===== src/rtl/bmod_pkg.sv =====
package bmod_pkg;
  typedef enum logic [1:0] {
    ROW_ADJ = 2'b00,
    ROW_CPL = 2'b01,
    ROW_SHL = 2'b10,
    ROW_SHR = 2'b11
  } row_e;

  localparam logic [1:0] COL_PLAIN = 2'b00;
  localparam logic [1:0] COL_CARRY = 2'b01;
  localparam logic [1:0] COL_WBIT  = 2'b10;
  localparam logic [1:0] COL_WRAP  = 2'b11;
endpackage


===== src/rtl/bmod_addsub.sv =====
module bmod_addsub #(
  parameter int WIDTH = 16
) (
  input  logic [WIDTH-1:0] b,
  input  logic             invert,
  input  logic [1:0]       col,
  output logic [WIDTH-1:0] res
);
  logic [WIDTH-1:0] base;
  logic [WIDTH-1:0] offset;

  // Negation variants reuse the same offsets: -B+k equals ~B+(k+1)
  always_comb begin
    base = invert ? ~b : b;
    unique case (col)
      2'd0:    offset = '0;
      2'd1:    offset = WIDTH'(1);
      2'd2:    offset = WIDTH'(2);
      default: offset = '1;
    endcase
    res = base + offset;
  end
endmodule


===== src/rtl/bmod_shift.sv =====
module bmod_shift
  import bmod_pkg::*;
#(
  parameter int WIDTH = 16
) (
  input  logic [WIDTH-1:0] b,
  input  logic             dir_right,
  input  logic [1:0]       col,
  input  logic             c_in,
  input  logic             w_bit,
  output logic [WIDTH-1:0] res,
  output logic             c_out
);
  logic fill;

  always_comb begin
    unique case (col)
      COL_PLAIN: fill = 1'b0;
      COL_CARRY: fill = c_in;
      COL_WBIT:  fill = w_bit;
      default:   fill = b[WIDTH-1];  // rotate-left wrap and sign keep share it
    endcase

    if (dir_right)
      res = {fill, b[WIDTH-1:1]};
    else if (col == COL_PLAIN)
      res = {b[WIDTH-3:0], 2'b00};
    else
      res = {b[WIDTH-2:0], fill};

    if (col == COL_CARRY)
      c_out = dir_right ? b[0] : b[WIDTH-1];
    else
      c_out = c_in;
  end
endmodule


===== src/rtl/bmod_unit.sv =====
module bmod_unit
  import bmod_pkg::*;
#(
  parameter int WIDTH = 16,
  localparam int NB_W = $clog2(WIDTH)
) (
  input  logic             clk,
  input  logic             rst,
  input  logic [3:0]       op_code,
  input  logic [WIDTH-1:0] b_in,
  input  logic             c_in,
  input  logic [WIDTH-1:0] w_in,
  input  logic [NB_W-1:0]  n_sel,
  output logic [WIDTH-1:0] res_o,
  output logic             c_o
);
  row_e             row;
  logic [1:0]       col;
  logic [WIDTH-1:0] arith_res;
  logic [WIDTH-1:0] shift_res;
  logic             shift_c;
  logic [WIDTH-1:0] res_d;
  logic             c_d;

  assign row = row_e'(op_code[3:2]);
  assign col = op_code[1:0];

  bmod_addsub #(.WIDTH(WIDTH)) addsub_i (
    .b      (b_in),
    .invert (row == ROW_CPL),
    .col    (col),
    .res    (arith_res)
  );

  bmod_shift #(.WIDTH(WIDTH)) shift_i (
    .b         (b_in),
    .dir_right (row == ROW_SHR),
    .col       (col),
    .c_in      (c_in),
    .w_bit     (w_in[n_sel]),
    .res       (shift_res),
    .c_out     (shift_c)
  );

  always_comb begin
    unique case (row)
      ROW_SHL, ROW_SHR: begin
        res_d = shift_res;
        c_d   = shift_c;
      end
      default: begin
        res_d = arith_res;
        c_d   = c_in;
      end
    endcase
  end

  always_ff @(posedge clk) begin
    if (rst) begin
      res_o <= '0;
      c_o   <= 1'b0;
    end else begin
      res_o <= res_d;
      c_o   <= c_d;
    end
  end
endmodule


===== config.mk =====
export PLATFORM = sky130hd
export DESIGN_NAME = bmod_unit
export DESIGN_NICKNAME = d
export VERILOG_FILES = /design/src/rtl/bmod_pkg.sv /design/src/rtl/bmod_addsub.sv /design/src/rtl/bmod_shift.sv /design/src/rtl/bmod_unit.sv
export SDC_FILE = /design/constraint.sdc
export NUM_CORES = 1
export LEC_CHECK = 0
export ABC_AREA = 1
export ABC_CLOCK_PERIOD_IN_PS = 1800
export BUFFER_PORTS_ARGS = -buffer_cell sky130_fd_sc_hd__buf_4
export CAP_MARGIN = 20
export CORE_ASPECT_RATIO = 0.9
export CORE_UTILIZATION = 49
export DETAILED_ROUTE_END_ITERATION = 10
export PLACE_DENSITY = 0.83
export SETUP_SLACK_MARGIN = 0.05
export SYNTH_ARGS = -nofsm -noshare
export SYNTH_HDL_FRONTEND = slang
export SYNTH_SLANG_ARGS = --single-unit

===== constraint.sdc =====
create_clock -name clk -period 1.8 [get_ports clk]
set_input_delay 0.09 -clock clk [delete_from_list [all_inputs] [get_ports clk]]
set_output_delay 0.09 -clock clk [all_outputs]
set_load 0.005 [all_outputs]

==> results.json, run 1 <==
{
  "grt_start_max_net_pins": 18,
  "synth_nets": 457,
  "gp_congestion": 0.921,
  "grt_first_pass_wirelength_mm": 12.2,
  "htree_levels": 1,
  "ys_top_cells_by_area": "nand2_1 16%, dfxtp_1 14%, inv_1 9.3%",
  "maxCapViolCount": 0,
  "clkPwrFrac": 0.171,
  "finalHoldViolCount": 0,
  "rsz0062_at_grt": "true",
  "ir_drop_uv": 316,
  "synth_cell_type_count": 38,
  "yosys.area.top_type": "nand2_1",
  "area_growth_pct": 36.8,
  "io_pins": 60,
  "worstMarginPinSlew_ns": 0.375,
  "synthTopCellsByCount": "99 x nand2_1, 59 x inv_1, 37 x o21ai_0, 35 x a21oi_1, 31 x nor2_1",
  "initial_core_util": 0.523,
  "required_ns": 1.93,
  "synthCells": 404,
  "post-route-min-period_ns": 1.71,
  "antenna_found_initial": 0,
  "clock_tree.root_cell": "clkbuf_8",
  "status": "finished clean",
  "p_int_w": 0.000981,
  "synth_warnings": 0,
  "synth.most_common_cell": "nand2_1",
  "p_switching_w": 0.000696,
  "die_h_um": 68.1,
  "grt_usage": 0.309,
  "route.vias.total": 2994,
  "slew_headroom": 0.750,
  "drc_errors": 0,
  "synth_area_sq_mm": 0.00238,
  "wl_per_cell_um": 14.5,
  "antenna_left": 0,
  "arrival_ns": 1.85,
  "diodes": 0,
  "cts_tree": "done",
  "clkTransAtPathRegs_ns": 0.07,
  "ctsHoldBuffers": 0,
  "cts_buffers": 3,
  "setup_ws_ns": 0.0865,
  "nets": 540,
  "hp-class": "primary input to flip-flop",
  "syn_area_per_cell_sq_um": 5.88,
  "async_flop_share": 0,
  "viasPerCell": 5.46,
  "grt_overflow": 0,
  "synth_enable_flop_cells": 0,
  "final_cell_count_no_fill": 548,
  "swShare": 0.415,
  "crit_fanout": 4,
  "whs_path_depth": 2,
  "seqPwrFrac": 0.256,
  "synth_ff_type": "dfxtp_1",
  "critPathCaptureType": "flip-flop",
  "portBuffers": 59,
  "numClockSinks": 17,
  "drive_above_1_share": 0.337,
  "fin_crit_sh": 0.952,
  "fmax_mhz": 584,
  "synth_seq_cells": 17,
  "placed_cells": 541,
  "pre_cts_ws_ns": -0.200,
  "setup_violations": 0,
  "grt_pass1_vias": 2692,
  "start_kind": "primary input",
  "critPathKind": "primary input to flip-flop",
  "p_comb_frac": 0.573,
  "p_leak_nw": 1.74,
  "firstDrtPassIters": 8,
  "drv_slew": 0,
  "fin_hold_ws_ns": 0.0979,
  "placementRows": 23,
  "p_per_area_mw_per_mm2": 516,
  "hpwl_mm": 6.24,
  "cts_buffer_depth": 2,
  "utilization": 0.715,
  "core_sq_mm": 0.00455,
  "die_x_um": 75.4,
  "ys_seq_area_frac": 0.143,
  "die_area_sq_mm": 0.00513,
  "synth_top_area_share": 0.156,
  "wl_mm": 7.94,
  "drt_iter0_drc": 369
}
## through the flow
step                      total power [W]  cell area (sq um)  setup TNS, ns
final                             0.00168               3250              0
after global routing              0.00179               3250        -0.0118
after CTS                         0.00159               3090              0
after detailed placement          0.00131               3050          -1.67
after global placement            0.00129               3050         -0.980
after floorplan                  0.000967               2390              0
## registers in the layout, summed over array words and instances, names as in the netlist
name,flops
c_o,1
res_o,16
## area by class of cell
class / count / area (sq um)
timing repair buffer: 93 / 714
sequential: 17 / 340
fill: 399 / 1300
multi-input combinational: 308 / 1830
clock inverter: 1 / 5.00
clock buffer: 3 / 41.3
inverter: 64 / 245
tap: 62 / 77.6
## worst max-delay path: stages
cell     delay, ns
buf_4         0.14
buf_4         0.15
nand2_1       0.08
o21ai_1       0.07
ha_2          0.21
fa_2          0.45
a21oi_2       0.23
nor2_1        0.06
nor2_1        0.09
nand2_1       0.06
nand3_1       0.14
a21oi_1       0.08
## layer usage
layer / vias to the layer above / track usage / wire length [um]
met4: 0 / 0.0972 / 123
met2: 178 / 0.500 / 3560
met5: - / 0 / 0
li1: 1465 / - / -
met3: 20 / 0.0471 / 846
met1: 1331 / 0.421 / 3410
## power by group through the flow
stage	registers (W)	clock network [W]	logic [W]
after floorplan	0.000441	0	0.000526
after global routing	0.000433	0.000302	0.00106
final	0.000429	0.000287	0.000961
after global placement	0.000437	0	0.000856
after detailed placement	0.000438	0	0.000871
after CTS	0.000429	0.000289	0.000876
## logic make-up (layout without fill, tap and decap cells)
kind of cell | after synthesis | in the layout | synth area share
AO/OA/AOI/OAI | 96 | 96 | 0.231
XOR/XNOR | 12 | 12 | 0.0442
adder cells (fa/ha/maj) | 10 | 10 | 0.0558
buffers and inverters | 79 | 161 | 0.146
flip-flops | 17 | 17 | 0.143
AND/OR/NAND/NOR | 190 | 190 | 0.380
## path summary, 6_finish.rpt
path | startpoint | to | slack, ns
hold / removal | rst | res_o[15]$_SDFF_PP0_ | 0.1
setup / recovery | op_code[2] | res_o[8]$_SDFF_PP0_ | 0.09
## layout by cell type, fill, tap and decap left out, types with 2 or more instances in the layout
| cell | instances |
|---|---|
| nand3_1 | 22 |
| nor3_1 | 2 |
| a22oi_1 | 4 |
| ha_4 | 2 |
| inv_1 | 57 |
| nand2_2 | 18 |
| o21ai_0 | 36 |
| xor2_1 | 10 |
| a21oi_2 | 8 |
| nand3_2 | 10 |
| nor2_1 | 27 |
| nor2_2 | 6 |
| nor2_4 | 3 |
| nand2_1 | 92 |
| nand3_4 | 2 |
| o211ai_1 | 6 |
| o21ai_1 | 4 |
| nand2_4 | 3 |
| ha_1 | 6 |
| inv_2 | 5 |
| clkbuf_8 | 3 |
| buf_4 | 91 |
| a21oi_1 | 31 |
| inv_4 | 2 |
| dfxtp_1 | 17 |
## timing repair
item                                   4_1_cts  5_1_grt
setup buffers                                0        3
setup endpoints to repair                    0       11
endpoints found under the hold margin        0        0
gates resized for setup                      0       34
No activity file was read; power rests on OpenSTA's default activity.
==> run 2: changes to the inputs <==
Settings changed: CORE_MARGIN set to 8.
==> results.json, run 2 (synthesized netlist as in run 1, its figures left out) <==
{
  "mostFrequentLayoutCell": "buf_4",
  "placementRows": 24,
  "critPathCaptureType": "flip-flop",
  "drive_above_1_share": 0.339,
  "largest_register": "res_o",
  "nets": 544,
  "gp_congestion": 0.974,
  "setup_violations": 0,
  "antenna_found_initial": 0,
  "fin_crit_sh": 0.918,
  "htree_levels": 1,
  "grt_first_pass_wirelength_mm": 13.0,
  "wl_mm": 8.14,
  "io_pins": 60,
  "numClockSinks": 17,
  "grt_overflow": 0,
  "finalHoldViolCount": 0,
  "viasPerCell": 5.27,
  "p_per_area_mw_per_mm2": 512,
  "arrival_ns": 1.84,
  "critPathKind": "primary input to flip-flop",
  "worstMarginPinSlew_ns": 0.351,
  "route.vias.total": 2924,
  "die_area_sq_mm": 0.00734,
  "firstDrtPassIters": 5,
  "hpwl_mm": 6.71,
  "core_sq_mm": 0.00474,
  "finalPower_w": 0.00168,
  "initial_core_util": 0.501,
  "cts_tree": "done",
  "p_leak_nw": 1.76,
  "area_growth_pct": 37.9,
  "clock_tree.root_cell": "clkbuf_8",
  "largest_register_ffs": 16,
  "required_ns": 1.99,
  "maxCapViolCount": 0,
  "largestRegisters": "res_o (16), c_o (1)",
  "drv_slew": 0,
  "ir_drop_uv": 319,
  "slew_headroom": 0.766,
  "drt_iter0_drc": 231,
  "hp-class": "primary input to flip-flop",
  "cts_buffer_depth": 2,
  "utilization": 0.690,
  "grt_pass1_vias": 2817,
  "wl_per_cell_um": 14.7,
  "clkTransAtPathRegs_ns": 0.08,
  "cts_buffers": 3,
  "fmax_mhz": 605,
  "grt_usage": 0.222,
  "die_x_um": 89.4,
  "die_h_um": 82.1,
  "rsz0062_at_grt": "true",
  "antenna_left": 0,
  "diodes": 0,
  "post-route-min-period_ns": 1.65,
  "mostFrequentLayoutCells": "96 x buf_4, 93 x nand2_1, 59 x inv_1",
  "status": "finished clean",
  "drc_errors": 0,
  "grt_start_max_net_pins": 14,
  "ctsHoldBuffers": 0,
  "portBuffers": 59,
  "start_kind": "primary input",
  "crit_fanout": 4,
  "fin_hold_ws_ns": 0.0849
}
run 2: cell type report:
class,count,area (sq um)
Clock inverter,1,5.00
Timing Repair Buffer,97,741
Multi-Input combinational cell,308,1820
Inverter,64,245
Tap cell,65,81.3
Clock buffer,3,41.3
Sequential cell,17,340
Fill cell,429,1470
run 2: worst paths after layout:
check	startpoint	to	cells after the start
worst max-delay path	op_code[2]	res_o[12]$_SDFF_PP0_	13
worst min-delay path	rst	res_o[9]$_SDFF_PP0_	2
run 2: repair_timing:
item                                    4_1_cts  5_1_grt
gates resized for setup                       0       27
buffers inserted                              0        1
endpoints found under the setup margin        0       10
run 2: report_power, final:
group          switching [W]  internal (W)
clock network       0.000136      0.000154
logic               0.000543      0.000415
registers          0.0000114      0.000417
total               0.000690      0.000986
run 2: through the flow:
| stage | TNS, ns | std cells | instance area (sq um) | setup slack (ns) |
|---|---|---|---|---|
| global placement | -0.832 | 550 | 3100 | -0.140 |
| finish | 0 | 555 | 3280 | 0.148 |
| global route | 0 | 555 | 3280 | 0.0139 |
| floorplan | 0 | 404 | 2390 | 0.0270 |
| CTS | 0 | 554 | 3140 | 0.117 |
| detailed placement | -1.19 | 550 | 3100 | -0.149 |
run 2: layer usage:
metal | track usage | wire (um) | up-vias
met5 | 0 | 0 | -
met4 | 0.0614 | 172 | 0
met3 | 0.0430 | 815 | 19
met2 | 0.377 | 3690 | 131
met1 | 0.278 | 3460 | 1302
li1 | - | - | 1472
run 2: critical path: stages:
cell	delay, ns
buf_4	0.14
buf_4	0.14
nand2_1	0.08
o21ai_0	0.09
ha_2	0.20
fa_2	0.44
nand2_1	0.09
nand3_1	0.10
nand2_1	0.11
nand2_1	0.05
nand2_1	0.06
nand3_2	0.10
a21oi_1	0.14
